==> src/rtl/pwrfail_supervisor.sv <==
module pwrfail_supervisor #(
  parameter int WP_TICKS  = 125,
  parameter int RST_TICKS = 200
) (
  input  logic clk,
  input  logic rst_n,
  input  logic factory_clr,
  input  logic tick_ms,
  input  logic supply_low,
  input  logic supply_dead,
  output logic rst_pull_low,
  output logic wr_protect,
  output logic bus_isolate,
  output logic backup_en
);
  localparam int CW = $clog2(RST_TICKS + 1);
  localparam logic [CW-1:0] WP_END  = CW'(WP_TICKS);
  localparam logic [CW-1:0] RST_END = CW'(RST_TICKS);

  logic [1:0]    low_sync, dead_sync;
  logic          fail_s;
  logic [CW-1:0] cnt;
  logic          armed;

  always_ff @(posedge clk or negedge rst_n) begin
    if (!rst_n) begin
      low_sync  <= 2'b11;
      dead_sync <= 2'b11;
    end else begin
      low_sync  <= {low_sync[0], supply_low};
      dead_sync <= {dead_sync[0], supply_dead};
    end
  end

  assign fail_s = low_sync[1] | dead_sync[1];

  always_ff @(posedge clk or negedge rst_n) begin
    if (!rst_n)                         cnt <= '0;
    else if (fail_s)                    cnt <= '0;
    else if (tick_ms && cnt != RST_END) cnt <= cnt + 1'b1;
  end

  always_ff @(posedge clk or posedge factory_clr) begin
    if (factory_clr)  armed <= 1'b0;
    else if (!fail_s) armed <= 1'b1;
  end

  assign wr_protect   = fail_s | (cnt < WP_END);
  assign bus_isolate  = wr_protect;
  assign rst_pull_low = fail_s | (cnt < RST_END);
  assign backup_en    = armed;
endmodule

==> config.mk <==
export PLATFORM = sky130hd
export DESIGN_NAME = pwrfail_supervisor
export DESIGN_NICKNAME = d
export VERILOG_FILES = /design/src/rtl/pwrfail_supervisor.sv
export SDC_FILE = /design/constraint.sdc
export NUM_CORES = 1
export LEC_CHECK = 0
export ABC_AREA = 0
export BUFFER_PORTS_ARGS = -buffer_cell sky130_fd_sc_hd__buf_2
export CAP_MARGIN = 20
export CORE_MARGIN = 1
export CORE_UTILIZATION = 47
export CTS_CLUSTER_DIAMETER = 150
export CTS_CLUSTER_SIZE = 8
export DETAILED_ROUTE_END_ITERATION = 6
export GPL_TIMING_DRIVEN = 0
export HOLD_SLACK_MARGIN = 0.08
export PLACE_DENSITY = 0.71
export SYNTH_ARGS = -nofsm -noshare
export SYNTH_HDL_FRONTEND = slang
export SYNTH_SLANG_ARGS = --single-unit
==> constraint.sdc <==
create_clock -name clk -period 1.5 [get_ports clk]
set_clock_uncertainty 0.2 [all_clocks]
set_input_delay 0.15 -clock clk [delete_from_list [all_inputs] [get_ports clk]]
set_output_delay 0.15 -clock clk [all_outputs]
set_load 0.02 [all_outputs]
Yosys cells after proc, flatten, opt, wreduce, memory -nomap -nowiden. Index checks and enable logic that the tools add are counted.

Bits in read-only memories: 0. Memories: 0. Bits in latches: 0. Word-level logic and storage cells: 15. Output and inout port bits: 4. Bits in writable memories: 0. Flip-flop bits (word level): 13.

Muxes and demuxes: 2. Add/subtract/negate cells: 1. Equal/unequal tests: 1. Magnitude comparators: 2. $mul: 0. Bitwise operators: 3. Shift operators: 0. Div/mod/pow operators: 0. Reduce and logical (&&, ||, !) cells: 2.

Operators with widths (number): $mux W8 (2); $add A8 B1 Y8 const B (1); $lt A8 B7 Y1 const B (1); $lt A8 B8 Y1 const B (1); $ne A8 B8 Y1 const B (1); $or A1 B1 Y1 (3); $reduce_bool A2 Y1 (1); $logic_and A1 B1 Y1 (1).

Depth between registers and ports, before layout. Gate-level depths: netlist of the first run.

Depth after elaboration: 4. Mapped depth: 5.

Worst setup path after synthesis of the first run. Ideal clock, no wire load.

Kind: reg-to-output. From: register cnt[0]. To: output port wr_protect. Setup slack: -0.309 ns. Data arrival time: 1.459 ns. Cell stages (with the launch flop): 6. Path buffers: 1. Required time: 1.150 ns. Cells stage by stage: dfrtp_1 inv_1 ha_1 nor3_1 o21ai_0 buf_4.

Cells in the longest elaborated chain, start to end: 2.

RTL lines: from (decl) (line 22) `logic [CW-1:0] cnt;`; from (signal assigned) (line 40) `else if (tick_ms && cnt != RST_END) cnt <= cnt + 1'b1;`; $lt A8 B7 Y1 (line 48) `assign wr_protect = fail_s | (cnt < WP_END);`; $or A1 B1 Y1 (line 48); to (decl) (line 12) `output logic wr_protect,`.

No other way between the ends.

Worst setup path after layout of the first run.
From: register cnt[5]. To: output port rst_pull_low.

Cells in the longest elaborated chain, start to end: 2.

RTL lines: $lt A8 B8 Y1 (line 50) `assign rst_pull_low = fail_s | (cnt < RST_END);`; $or A1 B1 Y1 (line 50); to (decl) (line 11) `output logic rst_pull_low,`.

No other way between the ends.

==> results.py, run 1 <==
metrics = {
    "run_status": {
        "status": "complete, but fails checks",
        "violations": "negative setup slack",
    },
    "floorplan": {
        "start_util_pct": 53.48,
        "dieArea_um2": 1501,
        "coreArea_um2": 1186,
        "rows": 12,
        "ios": 10,
        "die_w_um": 38.74,
        "die_y_um": 38.74,
    },
    "yosys": {
        "synth-xor-area-share_pct": 2.761,
        "ys_seq_area_share_pct": 52.07,
        "syn_area_per_cell_um2": 10.07,
        "ys_warn_count": 0,
        "synth-seq-cells": 13,
        "synthAdderAreaFrac_pct": 5.917,
        "synth_compound_area_share_pct": 9.270,
        "synthMuxAreaShare_pct": 3.156,
        "yosys.area_share.simple_pct": 20.91,
        "synth_area_um2": 634.4,
        "ys_types": 23,
        "synth_fp_nets": 72,
        "synthCells": 63,
        "synth_top_family_by_area": "simple AND/OR/NAND/NOR gates",
    },
    "sta": {
        "relSlewSlack_pct": 73.68,
        "final_hold_viol_count": 0,
        "setup_violations": 5,
        "finalHoldWorstSlack_ns": 0.1573,
        "rsz0062_at_grt": "true",
        "finalCritPeriodShare_pct": 116.3,
        "fin_crit_ns": 1.745,
        "fmax_mhz": 573.0,
        "final_max_slew_viol_count": 0,
        "worst-slew-pin-transition_ns": 0.3947,
        "setup_tns_ns": -0.6628,
        "worst_slack_ns": -0.2452,
    },
    "layout": {
        "multiInputGateArea_um2": 352.8,
        "diodes": 0,
        "drive_gt1_share_pct": 48.35,
        "fillCellCount": 60,
        "seq_area_um2": 332.8,
        "final_cell_mix": "buf_4, nand2_1, dfrtp_1, buf_2, dlygate4sd3_1",
        "syn2layout_area_growth_pct": 51.08,
        "final_nets": 101,
        "fin_util_pct": 80.80,
        "final_common_cell": "buf_4",
    },
    "global_routing": {
        "grt_pass1_vias": 496,
        "grt-ovfl-total": 0,
        "antenna_found_initial": 0,
        "grt_pass1_wl_mm": 2.208,
        "top_usage_layer": "met2",
        "use_met3_pct": 8.671,
        "grt_max_degree": 9,
        "track_usage_pct": 22.32,
        "grt_use_met1_pct": 27.68,
        "use_met2_pct": 36.25,
    },
    "place": {
        "gp_congestion": 0.7823,
        "io_buffers": 9,
        "dpl.hpwl_um": 741,
    },
    "worst_setup_path": {
        "crit_start": "cnt[5]",
        "worstPathRequired_ns": 1.15,
        "critPathCapture": "rst_pull_low",
        "critPathArrivalTime_ns": 1.40,
        "path_max_fanout": 3,
        "crit_type": "register to primary output",
        "critPathLaunchType": "register",
        "r2r-end": "cnt[6]",
        "reg2reg_slack_ns": -0.06,
        "crit_path_end_kind": "primary output",
        "rr_worst_depth": 5,
        "worstReg2RegStart": "cnt[5]",
    },
    "route": {
        "vias": 592,
        "first_pass_iters": 4,
        "drt_iter0_markers": 22,
        "totalWireLength_mm": 1.639,
        "vias_per_cell": 5.638,
        "wl_per_cell_um": 15.61,
        "ant_nets": 0,
        "drc_errors": 0,
    },
    "clocking": {
        "numCtsBuffers": 3,
        "htree_levels": 1,
        "cts_tree": "done",
        "clkSinkCount": 13,
        "clock_latency_ns": 0.28,
        "clockBufferDepth": 2,
        "root_buffer": "clkbuf_4",
        "clk_pin_slew_ns": 0.09,
    },
    "pwr": {
        "total_power_uw": 645.6,
        "p_leak_uw": 0.0004034,
        "p_per_area_nw_per_um2": 673.6,
        "vdd_ir_drop_max_mv": 0.6189,
    },
    "min_path": {
        "hold_class": "register to register",
    },
    "flow_run": {
        "drv_cap": 0,
    },
}
[power by group]
group	leakage (uW)	switching [uW]	internal (uW)	total [uW]
combinational	0.000227	32.0	31.3	63.3
clock	0.0000177	117	98.9	216
sequential	0.000159	4.27	362	366
total	0.000403	153	492	646
[area by class of cell]
cell class | count | area share, %
Buffer | 2 | 1.175
Clock buffer | 3 | 2.350
Clock inverter | 1 | 0.5222
Inverter | 5 | 1.958
Multi-Input combinational cell | 42 | 36.81
Sequential cell | 13 | 34.73
Tap cell | 14 | 1.828
Timing Repair Buffer | 25 | 20.63
[cell families (layout without fill, tap and decap cells)]
logic type                 count (synthesis)  count (layout)
adders and majority gates                  3               3
muxes                                      2               2
xor gates and xnor gates                   2               2
buffers and inverters                      8              36
AOI/OAI and AO/OA                         10              10
DFF                                       13              13
and+or+nand+nor                           25              25
[worst max-delay path, stage by stage, from the launching register on]
cell and delay, ns:
dfrtp_1 0.43, buf_6 0.14, or3_4 0.32, nand4_1 0.10, buf_6 0.13
[cells in the mapped netlist]
master / count / area [um2]
nand2b_1: 1 / 6.260
and3_1: 1 / 6.260
a311o_1: 1 / 10.01
nand2_1: 7 / 26.28
or3_1: 3 / 18.77
mux2i_1: 2 / 20.02
nand3_1: 2 / 10.01
ha_1: 3 / 37.54
a41oi_1: 1 / 8.760
buf_4: 2 / 15.01
xor2_1: 2 / 17.52
nand4_1: 3 / 18.77
clkbuf_1: 1 / 3.750
nand4_2: 1 / 12.51
a21oi_1: 4 / 20.02
o21ai_0: 4 / 20.02
dfstp_2: 4 / 105.1
or3_2: 1 / 7.510
nor2_1: 4 / 15.01
dfrtp_1: 9 / 225.2
nor3_1: 1 / 5.000
inv_1: 5 / 18.77
or2_2: 1 / 6.260
[routing by layer]
| metal | vias to the layer above | share of wire (%) |
|---|---|---|
| met5 | - | 0 |
| met4 | 0 | 1.5 |
| met3 | 4 | 5.4 |
| met2 | 23 | 53 |
| met1 | 293 | 40 |
| li1 | 272 | - |
[how the worst min path moves through the flow]
| stage | end | cells after the start | from | slack (ns) |
|---|---|---|---|---|
| 4_1_cts | dead_sync[1] | 0 | dead_sync[0] | 0.16 |
| 2_1_floorplan | cnt[0] | 0 | rst_n | -0.35 |
| 3_3_place_gp | backup_en | 2 | factory_clr | -0.22 |
| 3_5_place_dp | backup_en | 2 | factory_clr | -0.22 |
| 5_1_grt | dead_sync[1] | 0 | dead_sync[0] | 0.16 |
| 6_report | dead_sync[1] | 0 | dead_sync[0] | 0.16 |
[state kept, by name, indices dropped and copies added (netlist names)]
register and flops:
backup_en 1, cnt 8, dead_sync 2, low_sync 2
[through the flow]
step,instance area [um2],cells,setup slack [ns]
finish,958.4,105,-0.2452
global route,958.4,105,-0.2911
CTS,870.8,103,-0.2216
detailed placement,713.2,86,-0.09211
global placement,713.2,86,-0.09197
floorplan,650.6,63,0.002142
[timing repair]
| item | CTS | global route |
|---|---|---|
| hold buffers | 7 | 0 |
| pin swaps | 5 | 3 |
| setup endpoints to repair | 6 | 17 |
| endpoints found under the hold margin | 20 | 0 |
| gates resized for setup | 5 | 16 |
| setup buffers | 7 | 2 |
Note: power is estimated with default switching activity, not from simulation.
==> inputs of run 2 (changes only) <==
--- a/config.mk
+++ b/config.mk
@@ -5,11 +5,11 @@
 export SDC_FILE = /design/constraint.sdc
 export NUM_CORES = 1
 export LEC_CHECK = 0
-export ABC_AREA = 0
+export ABC_AREA = 1
 export BUFFER_PORTS_ARGS = -buffer_cell sky130_fd_sc_hd__buf_2
 export CAP_MARGIN = 20
-export CORE_MARGIN = 1
-export CORE_UTILIZATION = 47
+export CORE_MARGIN = 1.5
+export CORE_UTILIZATION = 48
 export CTS_CLUSTER_DIAMETER = 150
 export CTS_CLUSTER_SIZE = 8
 export DETAILED_ROUTE_END_ITERATION = 6
==> run 2 against run 1 <==
  * The flow still finishes with violations (negative setup slack)
  * Clock-buffer cell count grew 1
  * Largest power group unchanged
  * Highest routed layer unchanged
  * Global-route usage grew 4.5 points
  * Register-to-register slack lost 0.14 ns
  * First-iteration DRC count shrank 14%
  * Worst hold slack gained 0.0040 ns
==> results.py, run 2 <==
metrics = {
    "worst_setup_path": {
        "critPathLaunchType": "register",
        "crit_type": "register to primary output",
        "cp_slowest_cell": "dfrtp_1",
        "worstPathRequired_ns": 1.15,
        "crit_chain": "nand2_4 > nor2_4 > nand2_2 > o21ai_2 > nand2_2 > buf_6 > buf_6",
        "path_max_fanout": 2,
        "crit_path_end_kind": "primary output",
        "critPathArrivalTime_ns": 1.38,
        "rr_worst_depth": 9,
        "crit_path_max_incr_delay_ns": 0.41,
    },
    "sta": {
        "finalHoldWorstSlack_ns": 0.1613,
        "relSlewSlack_pct": 77.05,
        "setup_violations": 11,
        "finalCritPeriodShare_pct": 115.1,
        "rsz0062_at_grt": "true",
        "worst_slack_ns": -0.2259,
        "final_max_slew_viol_count": 0,
        "final_hold_viol_count": 0,
        "worst-slew-pin-transition_ns": 0.3432,
        "fin_crit_ns": 1.726,
        "fmax_mhz": 579.4,
    },
    "clocking": {
        "root_buffer": "clkbuf_4",
        "cts_tree": "done",
        "clockBufferDepth": 2,
        "clk_pin_slew_ns": 0.09,
        "clock_latency_ns": 0.29,
        "clkSinkCount": 13,
        "numCtsBuffers": 3,
        "htree_levels": 1,
    },
    "global_routing": {
        "grt_pass1_vias": 767,
        "antenna_found_initial": 0,
        "grt_max_degree": 9,
        "grt_pass1_wl_mm": 3.394,
        "grt-ovfl-total": 0,
        "use_met3_pct": 4.348,
        "track_usage_pct": 26.86,
        "use_met2_pct": 42.50,
        "grt_use_met1_pct": 30.79,
        "top_usage_layer": "met2",
    },
    "route": {
        "ant_nets": 0,
        "drc_errors": 0,
        "wl_per_cell_um": 16.64,
        "first_pass_iters": 5,
        "vias": 764,
        "totalWireLength_mm": 2.380,
        "drt_iter0_markers": 19,
        "vias_per_cell": 5.343,
    },
    "place": {
        "gp_congestion": 0.8052,
        "dp_slack_ns": -0.1368,
        "dpl.hpwl_um": 926,
        "io_buffers": 9,
    },
    "layout": {
        "final_common_cell": "nand2_1",
        "fin_util_pct": 84.89,
        "fillCellCount": 70,
        "diodes": 0,
        "multiInputGateArea_um2": 410.4,
        "drive_gt1_share_pct": 47.66,
        "seq_area_um2": 332.8,
        "final_cell_mix": "nand2_1, buf_4, nand3_1",
        "final_nets": 138,
        "largest_register_ffs": 8,
        "syn2layout_area_growth_pct": 57.39,
        "reg_top3": "cnt x8, dead_sync x2, low_sync x2",
        "regMostFlops": "cnt",
    },
    "yosys": {
        "async_flop_share_pct": 100.0,
        "syn_area_per_cell_um2": 8.091,
        "synth_edf_count": 0,
        "synth_area_um2": 728.2,
        "ys_seq_area_share_pct": 45.36,
        "ys_top_cells_by_count": "nand2_1, inv_1, nand3_1",
        "netlist.top_cell.by_area": "dfrtp_1",
        "ys_warn_count": 0,
        "synthCells": 90,
        "synth_fp_nets": 99,
        "synth_area_leaders": "dfrtp_1, dfstp_2, nand2_1",
        "ys.flop_type": "dfrtp_1",
        "synth_most_common_cell": "nand2_1",
        "synth-seq-cells": 13,
        "synth_top_area_share_pct": 30.93,
        "ys_types": 20,
    },
    "floorplan": {
        "die_w_um": 41.95,
        "dieArea_um2": 1760,
        "ios": 10,
        "rows": 13,
        "coreArea_um2": 1350,
        "start_util_pct": 53.94,
        "die_y_um": 41.95,
    },
    "run_status": {
        "status": "complete, but fails checks",
        "violations": "negative setup slack",
    },
    "min_path": {
        "hold_depth": 0,
        "hold_class": "register to register",
    },
    "pwr": {
        "p_per_area_nw_per_um2": 588.1,
        "p_leak_uw": 0.0005739,
        "vdd_ir_drop_max_mv": 0.6813,
        "total_power_uw": 674.0,
    },
    "flow_run": {
        "drv_cap": 0,
    },
}
==> run 2: cell types whose count changed after synthesis, sizes merged, moves of 2 or more <==
cell	previous run	this run
mux2i	2	0
o21ai	4	1
inv	5	11
or3	4	0
nand2	7	28
nand4	4	2
nand3	2	11
a21oi	4	0
nor2	4	11
==> run 2: cells by family (layout without fill, tap and decap cells) <==
| logic type | Yosys count | in the layout | share of synthesized area [%] |
|---|---|---|---|
| compound gates | 2 | 2 | 1.890 |
| xor+xnor | 3 | 3 | 3.609 |
| fa+ha+maj | 3 | 3 | 5.155 |
| buf+inv | 15 | 53 | 9.449 |
| flops | 13 | 13 | 45.36 |
| simple gates | 54 | 54 | 34.54 |
==> run 2: area by class of cell <==
cell class / count / share of cell area (%)
multi-input cells: 62 / 35.81
flip-flops and latches: 13 / 29.04
repair buffers: 35 / 25.66
inverters: 12 / 3.930
clock buffers: 4 / 2.293
plain buffers: 2 / 1.638
well taps: 15 / 1.638
==> run 2: worst paths after layout <==
kind	start	to	slack [ns]
worst max-delay path	cnt[4]	wr_protect	-0.23
worst min-delay path	low_sync[0]	low_sync[1]	0.16
worst max register to register	cnt[2]	cnt[5]	-0.20
worst min register to register	low_sync[0]	low_sync[1]	0.16
max in group asynchronous	rst_n	cnt[5]	0.10
min in group asynchronous	rst_n	dead_sync[1]	0.23
==> run 2: worst max-delay path, delay by kind of cell (launching register included) <==
| kind | cells | cell delay, ns |
|---|---|---|
| AO/OA/AOI/OAI | 1 | 0.12 |
| buffers and inverters | 2 | 0.23 |
| flip-flops | 1 | 0.41 |
| AND/OR/NAND/NOR | 4 | 0.33 |
==> run 2: power by group <==
part / leakage (uW) / total, uW / switching [uW] / internal [uW]
Clock: 0.0000150 / 226 / 122 / 103
Sequential: 0.000159 / 365 / 3.20 / 362
Combinational: 0.000400 / 83.3 / 42.7 / 40.6
==> run 2: what timing repair did <==
item,in CTS,in global routing
pin swaps,7,9
setup buffers,16,3
gates resized for setup,20,12
hold buffers,7,0
gates cloned,0,0
hold endpoints to repair,15,0
setup endpoints to repair,11,11
==> run 2: layer usage <==
metal | share of wire [%] | wire, um | up-vias
li1 | - | - | 354
met4 | 4.1 | 97 | 0
met2 | 49 | 1166 | 40
met1 | 43 | 1012 | 360
met5 | 0 | 0 | -
met3 | 4.3 | 103 | 10
==> run 2: through the flow <==
stage	setup TNS [ns]	std cells	area [um2]
6_report	-2.088	143	1146
5_1_grt	-2.680	143	1146
4_1_cts	-1.777	141	1094
3_5_place_dp	-1.051	114	797.0
3_3_place_gp	-0.9302	114	797.0
2_1_floorplan	0	90	733.2
